File: config.mk
export PLATFORM = sky130hd
export DESIGN_NAME = edge_capture_timer
export DESIGN_NICKNAME = d
export VERILOG_FILES = /design/src/rtl/ect_pkg.sv /design/src/rtl/ect_sync.sv /design/src/rtl/ect_counter.sv /design/src/rtl/ect_capture_ch.sv /design/src/rtl/edge_capture_timer.sv
export SDC_FILE = /design/constraint.sdc
export NUM_CORES = 1
export LEC_CHECK = 0
export CAP_MARGIN = 20
export CORE_ASPECT_RATIO = 1.2
export CORE_MARGIN = 2
export CORE_UTILIZATION = 55
export CTS_BUF_LIST = sky130_fd_sc_hd__clkbuf_16
export DETAILED_ROUTE_END_ITERATION = 10
export DONT_BUFFER_PORTS = 1
export PLACE_DENSITY = 0.8
export SYNTH_ARGS = -nofsm -noshare
export SYNTH_HDL_FRONTEND = slang
export SYNTH_HIERARCHICAL = 1
export SYNTH_SLANG_ARGS = --single-unit
File: constraint.sdc
create_clock -name clk -period 1.4 [get_ports clk]
set_clock_uncertainty 0.05 [all_clocks]
set_input_delay 0.14 -clock clk [delete_from_list [all_inputs] [get_ports clk]]
set_output_delay 0.14 -clock clk [all_outputs]
set_load 0.03 [all_outputs]
File: src/rtl/ect_pkg.sv
package ect_pkg;
   localparam int unsigned REG_AW = 3;

   localparam logic [REG_AW-1:0] ADR_CAP_FALL = 3'd0;
   localparam logic [REG_AW-1:0] ADR_CAP_RISE = 3'd1;
   localparam logic [REG_AW-1:0] ADR_IRQ_EN   = 3'd2;
   localparam logic [REG_AW-1:0] ADR_STATUS   = 3'd3;
   localparam logic [REG_AW-1:0] ADR_COUNT    = 3'd4;

   localparam int unsigned BIT_EV_FALL  = 0;
   localparam int unsigned BIT_EV_RISE  = 1;
   localparam int unsigned BIT_EV_WRAP  = 2;
   localparam int unsigned BIT_OVR_BASE = 3;
   localparam int unsigned STATUS_W     = 5;
   localparam int unsigned N_CHAN       = 2;

   typedef enum logic {
      CH_FALL = 1'b0,
      CH_RISE = 1'b1
   } chan_e;
endpackage

File: src/rtl/ect_sync.sv
module ect_sync #(
   parameter int unsigned STAGES     = 2,
   parameter logic        IDLE_LEVEL = 1'b1
) (
   input  logic clk,
   input  logic rst_n,
   input  logic din,
   output logic fell,
   output logic rose
);
   logic [STAGES-1:0] stage_q;
   logic              prev_q;

   generate
      for (genvar s = 0; s < STAGES; s++) begin : g_stage
         if (s == 0) begin : g_first
            always_ff @(posedge clk or negedge rst_n) begin
               if (!rst_n) stage_q[0] <= IDLE_LEVEL;
               else        stage_q[0] <= din;
            end
         end else begin : g_next
            always_ff @(posedge clk or negedge rst_n) begin
               if (!rst_n) stage_q[s] <= IDLE_LEVEL;
               else        stage_q[s] <= stage_q[s-1];
            end
         end
      end
   endgenerate

   always_ff @(posedge clk or negedge rst_n) begin
      if (!rst_n) prev_q <= IDLE_LEVEL;
      else        prev_q <= stage_q[STAGES-1];
   end

   assign fell = prev_q & ~stage_q[STAGES-1];
   assign rose = ~prev_q & stage_q[STAGES-1];
endmodule

File: src/rtl/ect_counter.sv
module ect_counter #(
   parameter int unsigned CNT_W = 16
) (
   input  logic             clk,
   input  logic             rst_n,
   output logic [CNT_W-1:0] count,
   output logic             at_top
);
   localparam logic [CNT_W-1:0] TOP = {CNT_W{1'b1}};

   always_ff @(posedge clk or negedge rst_n) begin
      if (!rst_n) count <= '0;
      else        count <= count + 1'b1;
   end

   assign at_top = (count == TOP);
endmodule

File: src/rtl/ect_capture_ch.sv
module ect_capture_ch #(
   parameter int unsigned CNT_W = 16
) (
   input  logic             clk,
   input  logic             rst_n,
   input  logic             hit,
   input  logic [CNT_W-1:0] count,
   input  logic             rd_ack,
   input  logic             clr_flag,
   input  logic             clr_ovr,
   output logic [CNT_W-1:0] stamp,
   output logic             flag,
   output logic             ovr
);
   logic unread_q;

   always_ff @(posedge clk or negedge rst_n) begin
      if (!rst_n) begin
         stamp    <= '0;
         unread_q <= 1'b0;
         flag     <= 1'b0;
         ovr      <= 1'b0;
      end else begin
         if (hit) stamp <= count;
         unread_q <= hit ? 1'b1 : (rd_ack ? 1'b0 : unread_q);
         flag     <= hit ? 1'b1 : (clr_flag ? 1'b0 : flag);
         ovr      <= (hit && unread_q) ? 1'b1 : (clr_ovr ? 1'b0 : ovr);
      end
   end
endmodule

File: src/rtl/edge_capture_timer.sv
module edge_capture_timer
   import ect_pkg::*;
#(
   parameter int unsigned CNT_W       = 16,
   parameter int unsigned DATA_W      = 16,
   parameter int unsigned SYNC_STAGES = 2
) (
   input  logic              clk,
   input  logic              rst_n,
   input  logic              cap_in,
   input  logic [REG_AW-1:0] bus_addr,
   input  logic              bus_wr,
   input  logic              bus_rd,
   input  logic [DATA_W-1:0] bus_wdata,
   output logic [DATA_W-1:0] bus_rdata,
   output logic              irq
);
   localparam int unsigned N_EV = N_CHAN + 1;

   generate
      if (SYNC_STAGES < 2 || SYNC_STAGES > 3) begin : g_bad_sync
         $error("SYNC_STAGES must be 2 or 3 to meet the capture latency");
      end
      if (DATA_W < CNT_W || DATA_W < STATUS_W) begin : g_bad_data
         $error("DATA_W must hold a full counter value and the status word");
      end
      if (CNT_W < 2) begin : g_bad_cnt
         $error("CNT_W must be at least 2");
      end
   endgenerate

   logic                          edge_fall, edge_rise;
   logic [CNT_W-1:0]              cnt_q;
   logic                          cnt_top;
   logic [N_CHAN-1:0]             ch_hit, ch_rd, ch_clr_f, ch_clr_o, ch_flag, ch_ovr;
   logic [N_CHAN-1:0][CNT_W-1:0]  ch_stamp;
   logic [N_EV-1:0]               ie_q;
   logic                          wrap_flag;
   logic                          stat_wr;
   logic [STATUS_W-1:0]           status;

   ect_sync #(.STAGES(SYNC_STAGES), .IDLE_LEVEL(1'b1)) u_sync (
      .clk  (clk),
      .rst_n(rst_n),
      .din  (cap_in),
      .fell (edge_fall),
      .rose (edge_rise)
   );

   ect_counter #(.CNT_W(CNT_W)) u_cnt (
      .clk   (clk),
      .rst_n (rst_n),
      .count (cnt_q),
      .at_top(cnt_top)
   );

   assign stat_wr = bus_wr && (bus_addr == ADR_STATUS);
   assign ch_hit  = {edge_rise, edge_fall};

   generate
      for (genvar c = 0; c < N_CHAN; c++) begin : g_ch
         localparam logic [REG_AW-1:0] MY_ADR =
            (chan_e'(c) == CH_RISE) ? ADR_CAP_RISE : ADR_CAP_FALL;
         assign ch_rd[c]    = bus_rd && (bus_addr == MY_ADR);
         assign ch_clr_f[c] = stat_wr && bus_wdata[BIT_EV_FALL + c];
         assign ch_clr_o[c] = stat_wr && bus_wdata[BIT_OVR_BASE + c];
         ect_capture_ch #(.CNT_W(CNT_W)) u_ch (
            .clk     (clk),
            .rst_n   (rst_n),
            .hit     (ch_hit[c]),
            .count   (cnt_q),
            .rd_ack  (ch_rd[c]),
            .clr_flag(ch_clr_f[c]),
            .clr_ovr (ch_clr_o[c]),
            .stamp   (ch_stamp[c]),
            .flag    (ch_flag[c]),
            .ovr     (ch_ovr[c])
         );
      end
   endgenerate

   always_ff @(posedge clk or negedge rst_n) begin
      if (!rst_n) begin
         ie_q      <= '0;
         wrap_flag <= 1'b0;
      end else begin
         if (bus_wr && bus_addr == ADR_IRQ_EN) ie_q <= bus_wdata[N_EV-1:0];
         if (cnt_top)                                wrap_flag <= 1'b1;
         else if (stat_wr && bus_wdata[BIT_EV_WRAP]) wrap_flag <= 1'b0;
      end
   end

   assign status = {ch_ovr[1], ch_ovr[0], wrap_flag, ch_flag[1], ch_flag[0]};
   assign irq    = |(status[N_EV-1:0] & ie_q);

   always_comb begin
      bus_rdata = '0;
      case (bus_addr)
         ADR_CAP_FALL: bus_rdata[CNT_W-1:0]    = ch_stamp[CH_FALL];
         ADR_CAP_RISE: bus_rdata[CNT_W-1:0]    = ch_stamp[CH_RISE];
         ADR_IRQ_EN:   bus_rdata[N_EV-1:0]     = ie_q;
         ADR_STATUS:   bus_rdata[STATUS_W-1:0] = status;
         ADR_COUNT:    bus_rdata[CNT_W-1:0]    = cnt_q;
         default:      bus_rdata               = '0;
      endcase
   end
endmodule

Word level (Yosys, flattened, before mapping)
Cells that the tools add are included.
{"block": "classes", "muxes": 17, "n_reduce_logical": 20, "shifts": 0, "n_lt_le_gt_ge": 0, "n_addsub": 1, "bitwise": 5, "mul": 0, "n_div": 0, "n_eq_ne": 5}
{"operator": "11-bit case mux with 3 select lines", "count": 1}
{"operator": "16-bit by 1-bit adder with 16-bit output (second input constant)", "count": 1}
{"operator": "16-bit equality test (second input constant)", "count": 1}
{"operator": "3-bit case mux with 5 select lines", "count": 1}
{"operator": "1-bit two-way mux", "count": 14}
{"operator": "2-bit nonzero test", "count": 7}
{"operator": "1-bit logical AND", "count": 11}
{"operator": "2-bit case mux with 4 select lines", "count": 1}
{"operator": "3-bit by 2-bit equality test with 1-bit output (second input constant)", "count": 2}
{"operator": "3-bit AND", "count": 1}
{"operator": "3-bit by 1-bit equality test with 1-bit output (second input constant)", "count": 1}
{"operator": "3-bit equality test (second input constant)", "count": 1}
{"operator": "3-bit logical NOT", "count": 1}
{"operator": "3-bit OR reduction", "count": 1}
{"operator": "1-bit AND", "count": 2}
{"operator": "1-bit inverter", "count": 2}
{"block": "word_totals", "rom_bits": 0, "memories": 0, "inputBits": 24, "ff_bits": 61, "elab_cells": 62, "output_inout_bits": 17, "ram_bits": 0, "latch_bits": 0}

Depth between registers and ports, before layout
Gate-level depths: netlist (run 1).
{"block": "depth", "depth_word": 5, "ltp_mapped": 6, "depth_no_buf": 5}

Cells and area by module
The synthesis (run 1) kept the hierarchy.
{"module": "ect_capture_ch", "area_each_um2": 750.7, "instances": 2, "seq_area_each_um2": 475.5, "cells_each": 44}
{"module": "edge_capture_timer", "area_each_um2": 740.7, "instances": 1, "seq_area_each_um2": 100.1, "cells_each": 99}
{"module": "ect_counter", "area_each_um2": 675.6, "instances": 1, "seq_area_each_um2": 400.4, "cells_each": 56}
{"module": "ect_sync", "area_each_um2": 93.8, "instances": 1, "seq_area_each_um2": 78.8, "cells_each": 5}

Least setup slack after synthesis (run 1)
OpenSTA, ideal clock, no wires.
{"block": "synth_path", "path_kind": "input to output", "startpoint": "in bus_addr[2]", "endpoint": "out bus_rdata[0]", "required_time_ps": 1210, "t_arrival_ps": 1284, "path_buffers": 1, "slack_ps": -74, "stages": 4, "path_cell_list": "buf_2 > nor2b_1 > a22oi_1 > o21ai_0"}
{"block": "synth_via", "elab_chain_len": 2, "word_cells_on_any_way": 6, "cone_classes": "4 x eq/ne; 1 x mux; 1 x reduce/logical"}
{"item": "start: declaration", "line_no": "edge_capture_timer.sv:11", "source": "input logic [REG_AW-1:0] bus_addr,"}
{"item": "3-bit equality test, or another cell as far along", "line_no": "edge_capture_timer.sv:98", "source": "case (bus_addr)"}
{"item": "3-bit case mux with 5 select lines (*)", "line_no": "edge_capture_timer.sv:98"}
{"item": "end: declaration", "line_no": "edge_capture_timer.sv:15", "source": "output logic [DATA_W-1:0] bus_rdata,"}
Every way passes the cells marked *; elsewhere a longest branch is shown, timed or not.

Final worst setup path (run 1)
{"block": "layout_path", "startpoint": "reg ie_q[0]", "endpoint": "out bus_rdata[0]"}
{"block": "layout_via", "elab_chain_len": 1}
{"item": "start: declaration", "line_no": "edge_capture_timer.sv:37", "source": "logic [N_EV-1:0] ie_q;"}
{"item": "start signal: assignment", "line_no": "edge_capture_timer.sv:87", "source": "if (bus_wr && bus_addr == ADR_IRQ_EN) ie_q <= bus_wdata[N_EV-1:0];"}
{"item": "3-bit case mux with 5 select lines", "line_no": "edge_capture_timer.sv:98"}
Every way passes these cells.

==> results of run 1 <==
worst reg2reg max path, cell delays in order (launching register included):
cell and delay [ns]:
dfrtp_1 0.39, ha_2 0.23, nand4_1 0.21, nor2_4 0.23
and3_4 0.20, xor2_1 0.13
Yosys cell counts (2+ instances only):
library cell / n
nand2_1: 29
mux2_4: 14
nand4_1: 3
buf_12: 2
a2bb2oi_1: 2
and3_1: 2
a21o_2: 4
dfrtp_1: 58
xnor2_1: 8
buf_2: 3
inv_1: 11
and2_1: 4
a21oi_1: 11
nand3_1: 8
a22oi_1: 2
buf_6: 4
dfstp_2: 3
mux2_2: 35
a32oi_1: 3
mux2i_1: 2
o21ai_0: 6
nor2_1: 7
nor2b_1: 4
xor2_1: 6
flip-flops by register name, summed over array words and instances, names as in the netlist:
register / flops
g_ch.u_ch/stamp: 32
u_sync/stage_q: 2
ie_q: 3
g_ch.u_ch/unread_q: 2
g_ch.u_ch/flag: 2
u_sync/prev_q: 1
wrap_flag: 1
g_ch.u_ch/ovr: 2
u_cnt/count: 16
metal layers:
metal  vias up  wire length [um]  part of all wire (%)
met4         0               312                   3.6
met1      1209              3430                    40
li1       1012                 -                     -
met3        26               458                   5.3
met2        74              4360                    51
met5         -                 0                     0
power groups by stage:
stage	Combinational, mW	Sequential, mW	Clock, mW
detailed placement	0.304	1.91	0
floorplan	0.277	1.89	0
CTS	0.364	1.88	1.90
global route	0.465	1.90	1.98
global placement	0.297	1.90	0
finish	0.449	1.89	1.91
worst min-delay path by stage:
| stage | slack (ns) | end |
|---|---|---|
| finish | -0.55 | g_ch[1].u_ch/stamp[0]$_DFFE_PN0P_ |
| detailed placement | -0.20 | g_ch[0].u_ch/stamp[0]$_DFFE_PN0P_ |
| floorplan | -0.21 | g_ch[0].u_ch/flag$_DFFE_PN0P_ |
| CTS | -0.55 | g_ch[0].u_ch/stamp[13]$_DFFE_PN0P_ |
| global route | -0.55 | u_cnt/count[13]$_DFF_PN0_ |
| global placement | -0.20 | ie_q[2]$_DFFE_PN0P_ |
cells by family after synthesis:
family / count (synthesis) / share of synthesized area [%]
multiplexers: 51 / 20.7
XOR/XNOR: 14 / 4.07
AND/OR/NAND/NOR: 68 / 12.2
AO/OA/AOI/OAI: 30 / 6.52
buffers and inverters: 23 / 5.23
flip-flops: 61 / 50.8
adder cells (fa/ha/maj): 1 / 0.415
area by class of cell:
cell class	count	area [um2]
Multi-Input combinational cell	164	1550
Sequential cell	61	1540
Fill cell	286	1130
Timing Repair Buffer	73	704
Clock buffer	9	225
Tap cell	62	77.6
Inverter	11	41.3
Clock inverter	7	28.8
repair_timing:
| item | CTS | global route |
|---|---|---|
| hold endpoints to repair | 69 | 61 |
| pin swaps | 5 | 15 |
| cloned | 0 | 2 |
| setup buffers | 17 | 12 |
| setup endpoints to repair | 40 | 38 |
| gates resized for setup | 39 | 47 |
per-stage QoR:
stage / power (mW) / hold WS (ns)
2_1_floorplan: 2.17 / -0.206
3_3_place_gp: 2.20 / -0.204
3_5_place_dp: 2.21 / -0.204
4_1_cts: 4.14 / -0.549
5_1_grt: 4.34 / -0.554
6_report: 4.25 / -0.545
==> flow_summary.toml, run 1 <==
[cells_and_area]
final_area_um2 = 4170
nets = 345
antenna_cells = 0
layout_common_cells = "54 x dfrtp_1, 42 x buf_4, 39 x mux2_4"
syn_to_final_growth_pct = 38.3
final_cells = 387
drive_gt1_share_pct = 53.5
fin_util_pct = 78.6
layout_commonest_cell = "dfrtp_1"

[worst_setup_path]
slowest_delay_ns = 0.41
path_max_fanout = 3
required_ns = 1.21
path_depth = 4
cp_num_buf_inv = 1
crit_path_end_kind = "output port"
reg2reg_slack_ns = -0.10
startpoint = "ie_q[0]$_DFFE_PN0P_"
r2r_start = "u_cnt/count[1]$_DFF_PN0_"
worstRegToRegCells = 5
path_class = "reg2out"
r2r-end = "u_cnt/count[10]$_DFF_PN0_"
cp_cell_sequence = "mux2_4, a32oi_2, o21ai_1, buf_4"
critPathCapture = "bus_rdata[0]"
crit_family = "flip-flops"
cp_data_arrival_time_ns = 1.45
critPathSlowestCell = "dfrtp_1"
critPathLaunchType = "flip-flop"

[sta]
setup_ws_ns = -0.244
grt_setup_unrepaired = "yes"
finalCritPeriodShare_pct = 117
final-max-slew-violation-count = 0
setup_violations = 35
fmax_mhz = 608
period_needed_ns = 1.64
hold_slack_ns = -0.545
hold_viol_final = 61
timing.setup.tns_ns = -3.03
relSlewSlack_pct = 46.9
worstMarginPinSlew_ns = 0.796

[power_and_ir_drop]
leakagePower_nw = 1.98
power.density_nw_per_um2 = 1020
netSwitchingPower_mw = 1.02
power.internal_mw = 3.24
peakVddDrop_v = 0.00100
switching_share_pct = 23.9
seqPwrFrac_pct = 44.5
clock_power_share_pct = 45.0
p_comb_share_pct = 10.6

[clock_network]
cts-root-buf = "clkbuf_16"
h-tree-depth = 3
clockBufferDepth = 2
cts.sinks = 61
clock_latency_ns = 0.34
cts_tree = "built"
holdBufCountCts = 7
cts_buffers = 9
clk_pin_slew_ns = 0.05

[place]
port_buffers = 0
dp.final_hpwl_mm = 3.82
postPlaceCellArea_um2 = 3240
placed_cells = 333
post-place-ws_ns = -0.144
place_congestion = 0.798

[drt]
drcViolationCount = 0
num_vias = 2321
avgViaCountPerCell = 6.00
wirelength_mm = 8.56
wire_per_inst_um = 22.1
drtIter0Drc = 155
first_pass_iters = 4
ant_nets = 0

[global_routing]
grt_pass1_wl_mm = 11.7
met1_usage_pct = 32.6
grt_start_max_net_pins = 62
grt-busiest-layer = "met2"
grt_use_met3_pct = 5.11
antenna_found_initial = 0
grt_overflow = 0
use_met2_pct = 41.4
grt_usage_pct = 25.7
first_global_vias = 2288

[logic_synthesis]
ys_seq_area_share_pct = 50.8
yosysTopAreaCell = "dfrtp_1"
syn_inst = 248
synth-seq-cells = 61
ys_types = 41
syn-num-nets = 273
synthFlopType = "dfrtp_1"
synth_area_per_cell_um2 = 12.1
synth_area_um2 = 3010
synth-edff-count = 0
synth_top_area_share_pct = 48.2
synth.area.top_cells = "dfrtp_1 48%, mux2_2 13%, mux2_4 7.0%, nand2_1 3.6%, dfstp_2 2.6%"
ys_warn_count = 6
async_flop_share_pct = 100

[outcome]
status = "complete, but fails checks"
violations = "negative hold slack, negative setup slack"

[flow_run]
drv_cap = 0

[floorplan]
die-area_um2 = 6090
fp.dieH_um = 85.1
fp.dieW_um = 71.6
core.rowCount = 29
start_util_pct = 56.8
core_area_um2 = 5300
io_pins = 41

[hold_path]
hp-class = "in2async"
No activity file was read; power rests on OpenSTA's default activity.
==> run 2: changes to the inputs <==
CAP_MARGIN = default   (was 20)
SKIP_CTS_REPAIR_TIMING = 1   (was default)
==> run 2 against run 1 <==
  * The flow still finishes with violations (negative hold slack, negative setup slack)
  * Largest cell class is now registers
  * Utilization decreased by 3.0 points
  * Clock-buffer cell count stayed put
  * Critical path type unchanged
  * Worst setup slack improved by 0.021 ns
  * Die area unchanged
  * Final cell count fell by 2.1%
  * Critical path depth unchanged
  * Highest routed layer unchanged
  * Critical endpoint unchanged
  * Largest power group unchanged
  * Sequential share of layout area rose by 1.5 points
  * Combinational power decreased by 14%
==> flow_summary.toml, run 2 (same netlist as run 1, synthesis figures left out) <==
[outcome]
status = "complete, but fails checks"
violations = "negative hold slack, negative setup slack"

[power_and_ir_drop]
power.internal_mw = 3.20
seqPwrFrac_pct = 45.3
switching_share_pct = 23.1
clock_power_share_pct = 45.4
p_comb_share_pct = 9.3
peakVddDrop_v = 0.00105
power.density_nw_per_um2 = 1040
netSwitchingPower_uw = 961
leakagePower_nw = 1.88

[clock_network]
clock_latency_ns = 0.33
cts.sinks = 61
clk_pin_slew_ns = 0.05
cts_tree = "built"
cts-root-buf = "clkbuf_16"
cts_buffers = 9
clockBufferDepth = 2
h-tree-depth = 3

[drt]
wirelength_mm = 7.30
avgViaCountPerCell = 5.75
num_vias = 2179
ant_nets = 0
wire_per_inst_um = 19.3
first_pass_iters = 4
drcViolationCount = 0
drtIter0Drc = 173

[sta]
period_needed_ns = 1.62
setup_violations = 23
hold_slack_ns = -0.542
fmax_mhz = 616
finalCritPeriodShare_pct = 116
setup_ws_ns = -0.223
timing.setup.tns_ns = -2.22
hold_viol_final = 63
final-max-slew-violation-count = 0
grt_setup_unrepaired = "yes"
relSlewSlack_pct = 55.1
worstMarginPinSlew_ns = 0.673

[floorplan]
fp.dieH_um = 85.1
core_area_um2 = 5300
io_pins = 41
fp.dieW_um = 71.6
start_util_pct = 56.8
core.rowCount = 29
die-area_um2 = 6090

[worst_setup_path]
cp_num_buf_inv = 1
path_max_fanout = 3
cp_cell_sequence = "mux2_2, a32oi_1, o21ai_1, buf_4"
required_ns = 1.21
cp_data_arrival_time_ns = 1.43
critPathSlowestCell = "dfrtp_1"
path_depth = 4
path_class = "reg2out"
critPathLaunchType = "flip-flop"
reg2reg_slack_ns = -0.02
slowest_delay_ns = 0.41
crit_path_end_kind = "output port"
worstRegToRegCells = 5
crit_family = "flip-flops"

[cells_and_area]
layout_commonest_cell = "dfrtp_1"
nets = 337
drive_gt1_share_pct = 52.1
layout_common_cells = "53 x dfrtp_1, 40 x buf_4, 31 x mux2_4"
antenna_cells = 0
max_flop_register = "g_ch.u_ch/stamp"
top_regs = "g_ch.u_ch/stamp (32), u_cnt/count (16), ie_q (3)"
largest_reg_flops = 32
fin_util_pct = 75.6
syn_to_final_growth_pct = 33.0

[flow_run]
drv_cap = 0

[global_routing]
grt_pass1_wl_mm = 9.99
antenna_found_initial = 0
grt_usage_pct = 21.7
first_global_vias = 2032
grt_overflow = 0
grt_start_max_net_pins = 62

[place]
port_buffers = 0
dp.final_hpwl_mm = 3.82
place_congestion = 0.798
post-place-ws_ns = -0.144

[hold_path]
hp-class = "in2async"
==> run 2: cell types whose count changed in the layout (fill, tap and decap cells not counted), sizes merged <==
cell and delta:
buf -4, clkbuf -2, dlygate4sd3 -2
==> run 2: cell type report <==
cell class              instances  area [um2]
fillers                       311        1290
multi-input cells             164        1500
flip-flops and latches         61        1540
inverters                      11        41.3
repair buffers                 65         597
clock inverters                 7        28.8
well taps                      62        77.6
clock buffers                   9         225
==> run 2: path summary, 6_finish.rpt <==
kind / from / to
min in group clk: bus_wdata[3] / g_ch[0].u_ch/ovr$_DFFE_PN0P_
max: g_ch[0].u_ch/flag$_DFFE_PN0P_ / bus_rdata[0]
max in group asynchronous: rst_n / u_sync/stage_q[0]$_DFF_PN1_
min: rst_n / g_ch[0].u_ch/stamp[4]$_DFFE_PN0P_
max reg2reg: u_cnt/count[1]$_DFF_PN0_ / u_cnt/count[10]$_DFF_PN0_
min reg2reg: u_sync/stage_q[0]$_DFF_PN1_ / u_sync/stage_q[1]$_DFF_PN1_
==> run 2: metal layers <==
metal | track usage, % | part of all wire, % | vias to the layer above
met1 | 29.1 | 43 | 1118
met4 | 10.6 | 2.6 | 0
met3 | 4.04 | 4.1 | 13
met2 | 33.9 | 51 | 55
met5 | 0 | 0 | -
li1 | - | - | 993
==> run 2: metrics by stage <==
stage | power (mW) | area (um2) | instances
floorplan | 2.17 | 3010 | 248
global placement | 2.20 | 3240 | 333
detailed placement | 2.21 | 3240 | 333
CTS | 4.08 | 3490 | 349
global route | 4.28 | 4010 | 379
finish | 4.16 | 4010 | 379
==> run 2: power by group through the flow <==
stage / clock (mW) / sequential (mW) / combinational, mW
after global placement: 0 / 1.90 / 0.297
after detailed placement: 0 / 1.91 / 0.304
after floorplan: 0 / 1.89 / 0.277
final: 1.89 / 1.88 / 0.386
after CTS: 1.90 / 1.88 / 0.305
after global routing: 1.98 / 1.89 / 0.408
